### config.mk
export PLATFORM = sky130hd
export DESIGN_NAME = hall_commutator
export DESIGN_NICKNAME = d
export VERILOG_FILES = /design/src/rtl/hall_commutator.sv
export SDC_FILE = /design/constraint.sdc
export NUM_CORES = 1
export LEC_CHECK = 0
export BUFFER_PORTS_ARGS = -buffer_cell sky130_fd_sc_hd__clkbuf_2
export CAP_MARGIN = 10
export CORE_MARGIN = 3
export CORE_UTILIZATION = 30
export DETAILED_ROUTE_END_ITERATION = 12
export GPL_TIMING_DRIVEN = 0
export PLACE_DENSITY_LB_ADDON = 0.12
export SLEW_MARGIN = 20
export SYNTH_ARGS = -nofsm -noshare
export SYNTH_HDL_FRONTEND = slang
export SYNTH_SLANG_ARGS = --single-unit
### constraint.sdc
create_clock -name clk -period 2.27 [get_ports clk]
set_input_delay 0.227 -clock clk [delete_from_list [all_inputs] [get_ports clk]]
set_output_delay 0.227 -clock clk [all_outputs]
set_load 0.005 [all_outputs]
### src/rtl/hall_commutator.sv
module hall_commutator #(
  parameter int LOCKOUT_CYC = 1000,
  parameter int STOP_CYC    = 8_000_000
) (
  input  logic clk,
  input  logic rst_n,
  input  logic hall_u_i,
  input  logic hall_v_i,
  input  logic hall_w_i,
  input  logic dir_i,
  input  logic brake_i,
  input  logic pwm_i,
  input  logic en_i,
  input  logic sync_en_i,
  output logic u_hi_o,
  output logic u_lo_o,
  output logic v_hi_o,
  output logic v_lo_o,
  output logic w_hi_o,
  output logic w_lo_o,
  output logic hallout_o,
  output logic invalid_o
);

  localparam int LW = $clog2(LOCKOUT_CYC + 1);
  localparam int PW = $clog2(STOP_CYC + 1);

  // bit 2 = U, bit 1 = V, bit 0 = W
  logic [2:0] raw, sy1, sy2, filt, acc;
  logic [PW-1:0] per_cnt;
  logic dir_act, stopped, coast;
  logic [2:0] pat, hs, ls, hi, lo;

  assign raw = {hall_u_i, hall_v_i, hall_w_i};

  always_ff @(posedge clk or negedge rst_n) begin
    if (!rst_n) begin
      sy1 <= '0;
      sy2 <= '0;
    end else begin
      sy1 <= raw;
      sy2 <= sy1;
    end
  end

  for (genvar i = 0; i < 3; i++) begin : g_flt
    logic [LW-1:0] cnt;
    logic f_q;
    assign acc[i]  = (cnt == '0) && (sy2[i] != f_q);
    assign filt[i] = f_q;
    always_ff @(posedge clk or negedge rst_n) begin
      if (!rst_n) begin
        cnt <= '0;
        f_q <= 1'b0;
      end else if (cnt != '0) begin
        cnt <= cnt - LW'(1);
      end else if (acc[i]) begin
        f_q <= sy2[i];
        cnt <= LW'(LOCKOUT_CYC);
      end
    end
  end

  assign stopped = (per_cnt == PW'(STOP_CYC));
  assign coast   = (dir_i != dir_act);

  always_ff @(posedge clk or negedge rst_n) begin
    if (!rst_n) begin
      per_cnt <= PW'(STOP_CYC);
      dir_act <= 1'b1;
    end else begin
      if (acc[2])        per_cnt <= '0;
      else if (!stopped) per_cnt <= per_cnt + PW'(1);
      if (coast && stopped) dir_act <= dir_i;
    end
  end

  assign invalid_o = (filt == 3'b000) || (filt == 3'b111);
  assign hallout_o = filt[2];
  assign pat       = dir_act ? filt : ~filt;

  always_comb begin
    hs = 3'b000;
    ls = 3'b000;
    case (pat)
      3'b001: begin hs = 3'b010; ls = 3'b001; end
      3'b011: begin hs = 3'b100; ls = 3'b001; end
      3'b010: begin hs = 3'b100; ls = 3'b010; end
      3'b110: begin hs = 3'b001; ls = 3'b010; end
      3'b100: begin hs = 3'b001; ls = 3'b100; end
      3'b101: begin hs = 3'b010; ls = 3'b100; end
      default: ;
    endcase
  end

  always_comb begin
    hi = 3'b000;
    lo = 3'b000;
    if (!en_i) begin
      hi = 3'b000;
    end else if (brake_i) begin
      lo = 3'b111;
    end else if (!invalid_o && !coast) begin
      hi = hs & {3{pwm_i}};
      lo = ls | (hs & {3{sync_en_i & ~pwm_i}});
    end
  end

  assign {u_hi_o, v_hi_o, w_hi_o} = hi;
  assign {u_lo_o, v_lo_o, w_lo_o} = lo;

endmodule

==> After elaboration in Yosys (flattened, before gate mapping) <==
Index checks and enable logic that the tools add are counted.
{ "totals": {"register_bits": 63, "out_inout_bits": 8} }
{ "op_classes": {"addsub": 4, "eq_ne": 13, "mux": 17, "n_bitwise": 9, "reduce_logical": 27} }
{ "op_table": {"columns": ["cell", "n"], "rows": [
  ["$mux W10", 6],
  ["$mux W23", 2],
  ["$logic_not A10 Y1", 3],
  ["$reduce_bool A10 Y1", 3],
  ["$sub A10 B1 Y10 const B", 3],
  ["$add A23 B1 Y23 const B", 1],
  ["$eq A23 B23 Y1 const B", 1],
  ["$mux W3", 7],
  ["$pmux W3 S3", 2],
  ["$eq A3 B3 Y1 const B", 4],
  ["$reduce_or A2 Y1", 6],
  ["$and A3 B3 Y3", 2],
  ["$eq A3 B2 Y1 const B", 2],
  ["$reduce_and A2 Y1", 3],
  ["$reduce_bool A2 Y1", 3],
  ["$logic_and A1 B1 Y1", 5],
  ["$ne A1 B1 Y1", 4],
  ["$not A1 Y1", 4],
  ["$eq A3 B1 Y1 const B", 1],
  ["$logic_not A3 Y1", 1],
  ["$not A3 Y3", 1],
  ["$or A3 B3 Y3", 1],
  ["$logic_not A1 Y1", 2],
  ["$ne A2 B2 Y1 const B", 1],
  ["2 further kinds", 2]
]} }

==> Depth between registers and ports, before layout <==
Gate-level depths: netlist of the first run.
{ "depth": {"depth_word": 10, "ltp_mapped": 7, "mapped_depth_nobuf": 6} }

==> Worst setup path after synthesis of the first run <==
No wires, ideal clock.
{ "synth_path": {"path_kind": "register to register", "startpoint": "register g_flt[0].cnt[0]", "endpoint": "register g_flt[0].cnt[1]", "setup_ns": 0.083, "arrival_time_ns": 1.887, "setup_slack_ns": 0.300, "path_stages_with_launch": 8, "period_less_slack_ns": 1.970, "cell_sequence": "dfrtp_1 inv_1 ha_1 or4b_1 buf_2 or3_4 or3_1 o21ai_0"} }
{ "synth_between": {"elab_chain_len": 3, "word_cells_on_any_way": 6, "cone_classes": "add/sub (1); mux (1); reduce/logical (4)"} }
{ "synth_rtl": {"columns": ["element", "line_no", "text"], "rows": [
  ["start, declared", "47", "logic [LW-1:0] cnt;"],
  ["start signal, assigned", "56", "cnt <= cnt - LW'(1);"],
  ["start signal, assigned", "59", "cnt <= LW'(LOCKOUT_CYC);"],
  ["parallel branches: the longest is 3 deep, another holds $sub A10 B1 Y10", null, null]
]} }
Parallel ways; which one is timed is not known.
A chain may end at the register's enable or synchronous reset.

==> Worst setup path in the final report of the first run <==
{ "layout_path": {"startpoint": "register dir_act", "endpoint": "output port u_hi_o"} }
{ "layout_between": {"elab_chain_len": 8, "word_cells_on_any_way": 18, "cone_classes": "eq/ne (7); mux (5); bitwise (1); reduce/logical (5)"} }
{ "layout_rtl": {"columns": ["element", "line_no", "text"], "rows": [
  ["start, declared", "31", "logic dir_act, stopped, coast;"],
  ["start signal, assigned", "74", "if (coast && stopped) dir_act <= dir_i;"],
  ["$mux W3", "80", "assign pat = dir_act ? filt : ~filt;"],
  ["$eq A3 B3 Y1, or another cell as far along", "85", "case (pat)"],
  ["$reduce_or A2 Y1 (no source line)", null, null],
  ["$pmux W3 S3", "85", null],
  ["$and A3 B3 Y3", "104", "hi = hs & {3{pwm_i}};"],
  ["$mux W3 (*)", "103", "end else if (!invalid_o && !coast) begin"],
  ["$mux W3 (*)", "101", "end else if (brake_i) begin"],
  ["$mux W3 (*)", "99", "if (!en_i) begin"],
  ["end, declared", "15", "output logic u_hi_o,"]
]} }
Every way passes the cells marked *; elsewhere a longest branch is shown, timed or not.

==> run metrics, run 1 <==
synth warn 0; horizontal die dimension 111.6 um; main combinational cell family by area after synthesis simple AND/OR/NAND/NOR gates; number of global-route vias before repair 2621; pin count of the biggest net entering global routing 44; remaining global-route overflow 0; starting utilization of the core area 31.56%; power after layout around 3600 uW; internal reg-to-reg setup slack 0.18 ns; clock transition at the registers of the reported paths 0.06 ns; antenna cells 0; maximum fanout count along the critical path 9; power per standard cell area between 900 and 1000 nW/um2; run status finished, final reports clean; most common library cell in the layout ignoring fill and taps sky130_fd_sc_hd__dfrtp_1; net count after synthesis approximately 360; critical path launch point dir_act; worst skew pair latency around 0.35 ns; number of CTS-inserted buffers 9; post-route antenna net violation count 0; estimated wirelength of the detail-placed design 4971 um; initial antenna violation count 0; CP Capture Type output port; synthesized-area fraction occupied by xor and xnor cells approximately 5.2%; I/O pin total 18; Yosys top cell by area sky130_fd_sc_hd__dfrtp_1; post-synthesis instance area 3346 um2; Clock Path Buffers 2; type of the worst setup path register to output port; share of post-route cells with drive strength above 1 about 17%; number of flops mapped to enable cells by yosys 0; floorplan core area 10600 um2; Post-Route Skew roughly 0.010 ns; die area 12460 um2; worst hold path type primary input to register; routed length per placed instance between 10 and 15 um; mean instance size in the synthesized netlist ~9.7 um2; register area share after synthesis between 40 and 50%; total of endpoints with negative setup slack in the final report 0; count of maximum capacitance violations 0; routed via count divided by cell count 5.100; number of distinct standard cells referenced by the synthesized netlist 47; Area growth, synth to finish 15.63%; setup total negative slack 0 ns; Hold Fails Final Rpt 0; leading cell types by total area after synthesis sky130_fd_sc_hd__dfrtp_1 (41%), sky130_fd_sc_hd__dfstp_2 (6.3%), sky130_fd_sc_hd__nor2_1 (3.6%); relative max-transition margin 50.17%; period utilisation layout 93.67%; Simple-Gate Fraction of Synth Area 28.98%; WP data arrival 1.90 ns; global-route wire length before repair 12540 um; Peak Freq 0.4703 GHz; synthesized-area fraction occupied by ao, oa, aoi and oai cells 10.73%; global router's overall resource usage roughly an eighth; routed vias 2652; length of the first detailed-routing pass in iterations 6; placer's final routability congestion estimate between 0.7 and 0.8; Layout Utilization a little over a third; commonest cells after routing, fill and taps aside sky130_fd_sc_hd__dfrtp_1 (55), sky130_fd_sc_hd__nor2_1 (32), sky130_fd_sc_hd__nand2_1 (31); launch instance of the worst min-delay path dir_i; final critical delay including setup and external delays 2.126 ns; clk root buf sky130_fd_sc_hd__clkbuf_8; arithmetic-cell share of the synthesized area counting full adders, half adders and majority gates 1.870%; CTS H-tree lvls 3; Sink Count 63; number of cell rows 37; Vert. Die Dim 111.6 um; predominant post-synthesis flop cell sky130_fd_sc_hd__dfrtp_1; final routed DRC violation total 0; number of instances in the synthesized netlist 346; Starting DRT DRC Count 71; Final #Nets ~390; Pins Over Slew Limit 0; unrepaired setup endpoints after global routing false; Synth async-reset ratio 100.0%; top cell type's share of synthesized area 41.14%; total wire length 6982 um; Port-buffer cells 17; reported leakage power 0.001524 uW; slew of the pin with the lowest slew margin 0.7406 ns; clock tree from TritonCTS built; startpoint class of the critical path register; highest ir drop seen on vdd roughly 360 uV; multiplexer share of the synthesized area around 3.1%; Reg2Reg Launch Point g_flt[0].cnt[0]; Yosys reg bits 63; Worst EP required 2.04 ns
==> area by class of cell <==
type | count | area, um2
fill | 1086 | 6733
tap | 136 | 170.2
clock inverter | 4 | 20.02
sequential | 63 | 1587
inverter | 13 | 48.80
clock buffer | 12 | 155.1
multi-input combinational | 261 | 1684
buffer | 7 | 33.78
timing repair buffer | 24 | 170.2
==> metrics by stage <==
step / setup WS [ns] / std cells / hold slack, ns / instance area, um2
6_report: 0.1437 / 520 / 0.1675 / 3869
5_1_grt: 0.009714 / 520 / 0.1562 / 3869
4_1_cts: 0.05349 / 519 / 0.1398 / 3842
3_5_place_dp: 0.0006655 / 500 / 0.1813 / 3631
3_3_place_gp: 0.02777 / 499 / 0.3337 / 3601
2_1_floorplan: 0.3000 / 346 / -0.06859 / 3346
==> layer usage <==
metal | global-route usage (%) | up-vias | wire length, um
li1 | - | 1336 | -
met1 | 17.33 | 1274 | 3581
met2 | 17.53 | 32 | 3010
met3 | 2.935 | 10 | 238
met4 | 5.921 | 0 | 152
met5 | 0 | - | 0
==> worst max-delay path, stage by stage, from the launching register on <==
cell and delay, ns:
sky130_fd_sc_hd__dfstp_2 0.60, sky130_fd_sc_hd__and2_1 0.19, sky130_fd_sc_hd__nor2_1 0.05, sky130_fd_sc_hd__or3_1 0.39, sky130_fd_sc_hd__a21oi_1 0.19, sky130_fd_sc_hd__clkbuf_2 0.14
==> synthesized netlist by cell type (5+ instances only) <==
cell type,number
sky130_fd_sc_hd__nor3b_1,9
sky130_fd_sc_hd__xnor2_1,10
sky130_fd_sc_hd__mux2i_1,6
sky130_fd_sc_hd__dfstp_2,8
sky130_fd_sc_hd__nand3_1,14
sky130_fd_sc_hd__nor2_1,32
sky130_fd_sc_hd__nand2_1,31
sky130_fd_sc_hd__nand4_1,7
sky130_fd_sc_hd__nor4_1,11
sky130_fd_sc_hd__clkbuf_1,5
sky130_fd_sc_hd__o21ai_0,19
sky130_fd_sc_hd__or4_1,8
sky130_fd_sc_hd__ha_1,5
sky130_fd_sc_hd__a211oi_1,7
sky130_fd_sc_hd__xor2_1,10
sky130_fd_sc_hd__nor3_1,12
sky130_fd_sc_hd__or3_1,13
sky130_fd_sc_hd__o31ai_1,5
sky130_fd_sc_hd__dfrtp_1,55
sky130_fd_sc_hd__a21oi_1,17
sky130_fd_sc_hd__inv_1,13
==> cells by family (layout without fill, tap and decap cells) <==
group | count (synthesis) | after routing
xor gates and xnor gates | 20 | 20
and+or+nand+nor | 167 | 167
muxes | 10 | 10
buffers and inverters | 22 | 60
adders and majority gates | 5 | 5
DFF | 63 | 63
AOI/OAI and AO/OA | 59 | 59
==> state kept, by name, summed over array words and instances, names as in the netlist <==
register	cells
dir_act	1
g_flt.cnt	30
g_flt.f_q	2
hallout_o	1
per_cnt	23
sy1	3
sy2	3
==> final timing paths <==
kind | endpoint | cells after the start
max | u_hi_o | 5
min | dir_act | 2
max reg2reg | g_flt[0].cnt[1] | 7
min reg2reg | sy2[0] | 0
max in group asynchronous | per_cnt[21] | 3
min in group asynchronous | g_flt[0].cnt[9] | 2
==> report_power, final <==
group | internal [uW] | switching [uW]
registers | 1460 | 409
logic | 397 | 468
clock network | 448 | 436
==> repair_timing <==
action                                  in CTS  in global routing
hold buffers                                 4                  0
setup buffers                                0                  2
pin swaps                                    1                  1
endpoints found under the hold margin       23                  0
endpoints found under the setup margin       4                 20
resized for setup                            0                  4
No activity file was read; power rests on OpenSTA's default activity.
==> inputs of run 2 (changes only) <==
--- a/config.mk
+++ b/config.mk
@@ -12,6 +12,7 @@
 export DETAILED_ROUTE_END_ITERATION = 12
 export GPL_TIMING_DRIVEN = 0
 export PLACE_DENSITY_LB_ADDON = 0.12
+export REMOVE_ABC_BUFFERS = 1
 export SLEW_MARGIN = 20
 export SYNTH_ARGS = -nofsm -noshare
 export SYNTH_HDL_FRONTEND = slang
==> run 2 against run 1 <==
Cell area is 0.91% higher. First-iteration DRC count increased by 46%. Final cell count decreased by 1.3%. Utilization increased by 0.33 points. Clock skew decreased by 0.00061 ns. Clock power rose by 37%. Power is 8.6% higher. Flip-flop and latch count unchanged. Critical endpoint is now g_flt[0].cnt[1]. Critical path type is now register to register. Via count decreased by 3.1%. Largest power group unchanged. Worst hold slack worse by 0.022 ns.
==> run metrics, run 2 (same netlist as run 1, synthesis figures left out) <==
reported leakage power 0.001522 uW; startpoint class of the critical path register; Pins Over Slew Limit 0; chain of cells forming the critical path inv_1, ha_1, or4b_4, or3_4, or3_1, o21ai_0; number of global-route vias before repair 2617; routed via count divided by cell count 5.008; initial antenna violation count 0; end of the worst hold path dir_act; slowest cell delay on critical path 0.54 ns; pin count of the biggest net entering global routing 38; Worst EP required approximately 2.5 ns; most common library cell in the layout ignoring fill and taps sky130_fd_sc_hd__dfrtp_1; max FFs per register 30; proportion of power drawn by the clock network 30.7%; power per standard cell area 1008 nW/um2; number of CTS-inserted buffers 9; clock tree from TritonCTS built; number of filler cells placed in the layout 1043; CTS H-tree lvls 3; Worst R2R Path Depth 6; internal reg-to-reg setup slack 0.20 ns; length of the first detailed-routing pass in iterations 5; total wire length 6944 um; Internal Pwr Total 2605 uW; final critical delay including setup and external delays between 2 and 2.5 ns; worst skew pair latency between 0.3 and 0.4 ns; Hold Fails Final Rpt 0; cell with the largest stage delay on the worst path sky130_fd_sc_hd__or4b_4; share of total power in sequential cells 48.6%; worst reg2reg path endpoint g_flt[0].cnt[1]; horizontal die dimension 111.6 um; switching part of the total power around 34%; Starting DRT DRC Count 104; global-route wire length before repair 12390 um; Final #Nets 387; instance count along the most critical hold path 2; relative max-transition margin 52.88%; register cell area after layout 1587 um2; highest ir drop seen on vdd approximately 550 uV; commonest cells after routing, fill and taps aside sky130_fd_sc_hd__dfrtp_1 (55), sky130_fd_sc_hd__nor2_1 (32), sky130_fd_sc_hd__nand2_1 (31); Peak Freq 0.4839 GHz; routed length per placed instance roughly 14 um; clock transition at the registers of the reported paths around 0.07 ns; area taken by multi-input logic gates 1685 um2; I/O pin total 18; Vert. Die Dim approximately 110 um; total of endpoints with negative setup slack in the final report 0; count of buffering cells on the critical path with inverters included 1; Reg2Reg Launch Point g_flt[0].cnt[0]; post-route antenna net violation count 0; final routed DRC violation total 0; unrepaired setup endpoints after global routing false; category of cells accounting for the largest share of critical-path delay simple AND/OR/NAND/NOR gates; die area approximately 12000 um2; Port-buffer cells 17; estimated wirelength of the detail-placed design 4816 um; period utilisation layout 91.05%; Sink Count 63; floorplan core area 10600 um2; clk root buf sky130_fd_sc_hd__clkbuf_8; Clock Path Buffers 2; global router's overall resource usage 12.17%; maximum fanout count along the critical path 9; launch instance of the worst min-delay path dir_i; setup total negative slack 0 ns; type of the worst setup path register to register; count of maximum capacitance violations 0; slew of the pin with the lowest slew margin ~0.70 ns; register with the most flip-flops g_flt.cnt; starting utilization of the core area about a third; power after layout 3934 uW; net switching power figure 1329 uW; combinational share of power 20.7%; WP data arrival between 2 and 2.5 ns; number of cell rows 37; share of post-route cells with drive strength above 1 roughly 17%; routed vias 2569; remaining global-route overflow 0; CP Capture Type register; Post-Route Skew 0.009506 ns; Largest regs g_flt.cnt (30), per_cnt (23); run status finished, final reports clean; placer's final routability congestion estimate 0.7476; antenna cells 0; Area growth, synth to finish 16.68%; worst hold path type primary input to register
-- run 2: cell count changes in the layout (fill, tap and decap cells not counted), moves of 2 or more --
cell / previous run / this run
sky130_fd_sc_hd__buf_2: 3 / 0
sky130_fd_sc_hd__clkinv_2: 4 / 0
sky130_fd_sc_hd__bufinv_16: 0 / 3
sky130_fd_sc_hd__clkinvlp_4: 0 / 2
sky130_fd_sc_hd__clkbuf_1: 4 / 1
-- run 2: worst reg2reg max path, cell delays in order (launching register included) --
cell and delay (ns):
sky130_fd_sc_hd__dfrtp_1 0.41, sky130_fd_sc_hd__inv_1 0.07, sky130_fd_sc_hd__ha_1 0.20, sky130_fd_sc_hd__or4b_4 0.54
sky130_fd_sc_hd__or3_4 0.37, sky130_fd_sc_hd__or3_1 0.31, sky130_fd_sc_hd__o21ai_0 0.08
-- run 2: final cells by class --
class	instances	share of cell area, %
multi-input cells	261	43.17
flip-flops and latches	63	40.64
well taps	136	4.359
repair buffers	24	4.263
clock buffers	11	3.622
clock inverters	5	2.692
inverters	13	1.250
-- run 2: routing by layer --
layer | vias up | share of wire, % | GRT usage, %
met4 | 0 | 2.1 | 5.353
met5 | - | 0 | 0
li1 | 1320 | - | -
met2 | 20 | 46 | 19.74
met1 | 1219 | 49 | 15.06
met3 | 10 | 2.9 | 3.587
-- run 2: worst max path at each step --
stage	cells past startpoint	from	end
after floorplan	6	g_flt[2].cnt[0]	per_cnt[17]
after global placement	6	g_flt[2].cnt[0]	per_cnt[17]
after detailed placement	7	g_flt[2].cnt[0]	per_cnt[17]
after CTS	6	g_flt[0].cnt[0]	g_flt[0].cnt[1]
after global routing	5	hallout_o	u_hi_o
final	6	g_flt[0].cnt[0]	g_flt[0].cnt[1]
-- run 2: repair_timing --
item                                    in CTS  in global routing
hold endpoints to repair                    24                  0
pin swaps                                    1                  0
buffers inserted                             1                  0
hold buffers                                 4                  0
endpoints found under the setup margin      16                  6
gates resized for setup                      1                  2
-- run 2: power by group through the flow --
stage,clock [uW],combinational [uW],sequential [uW]
6_report,1210,813,1910
5_1_grt,1300,948,2000
4_1_cts,1260,826,1900
3_5_place_dp,0,816,1920
3_3_place_gp,0,787,1920
2_1_floorplan,0,646,1810
-- run 2: through the flow --
stage | cell area, um2 | std cells | hold slack, ns | setup WS [ns] | utilization, %
floorplan | 3307 | 337 | -0.06859 | -0.06387 | -
global placement | 3562 | 490 | 0.3320 | -0.5775 | 33.60
detailed placement | 3596 | 492 | 0.2141 | -0.3180 | 33.92
CTS | 3895 | 513 | 0.1368 | 0.09507 | 36.74
global route | 3904 | 513 | 0.1439 | 0.05356 | 36.82
finish | 3904 | 513 | 0.1458 | 0.2033 | 36.82
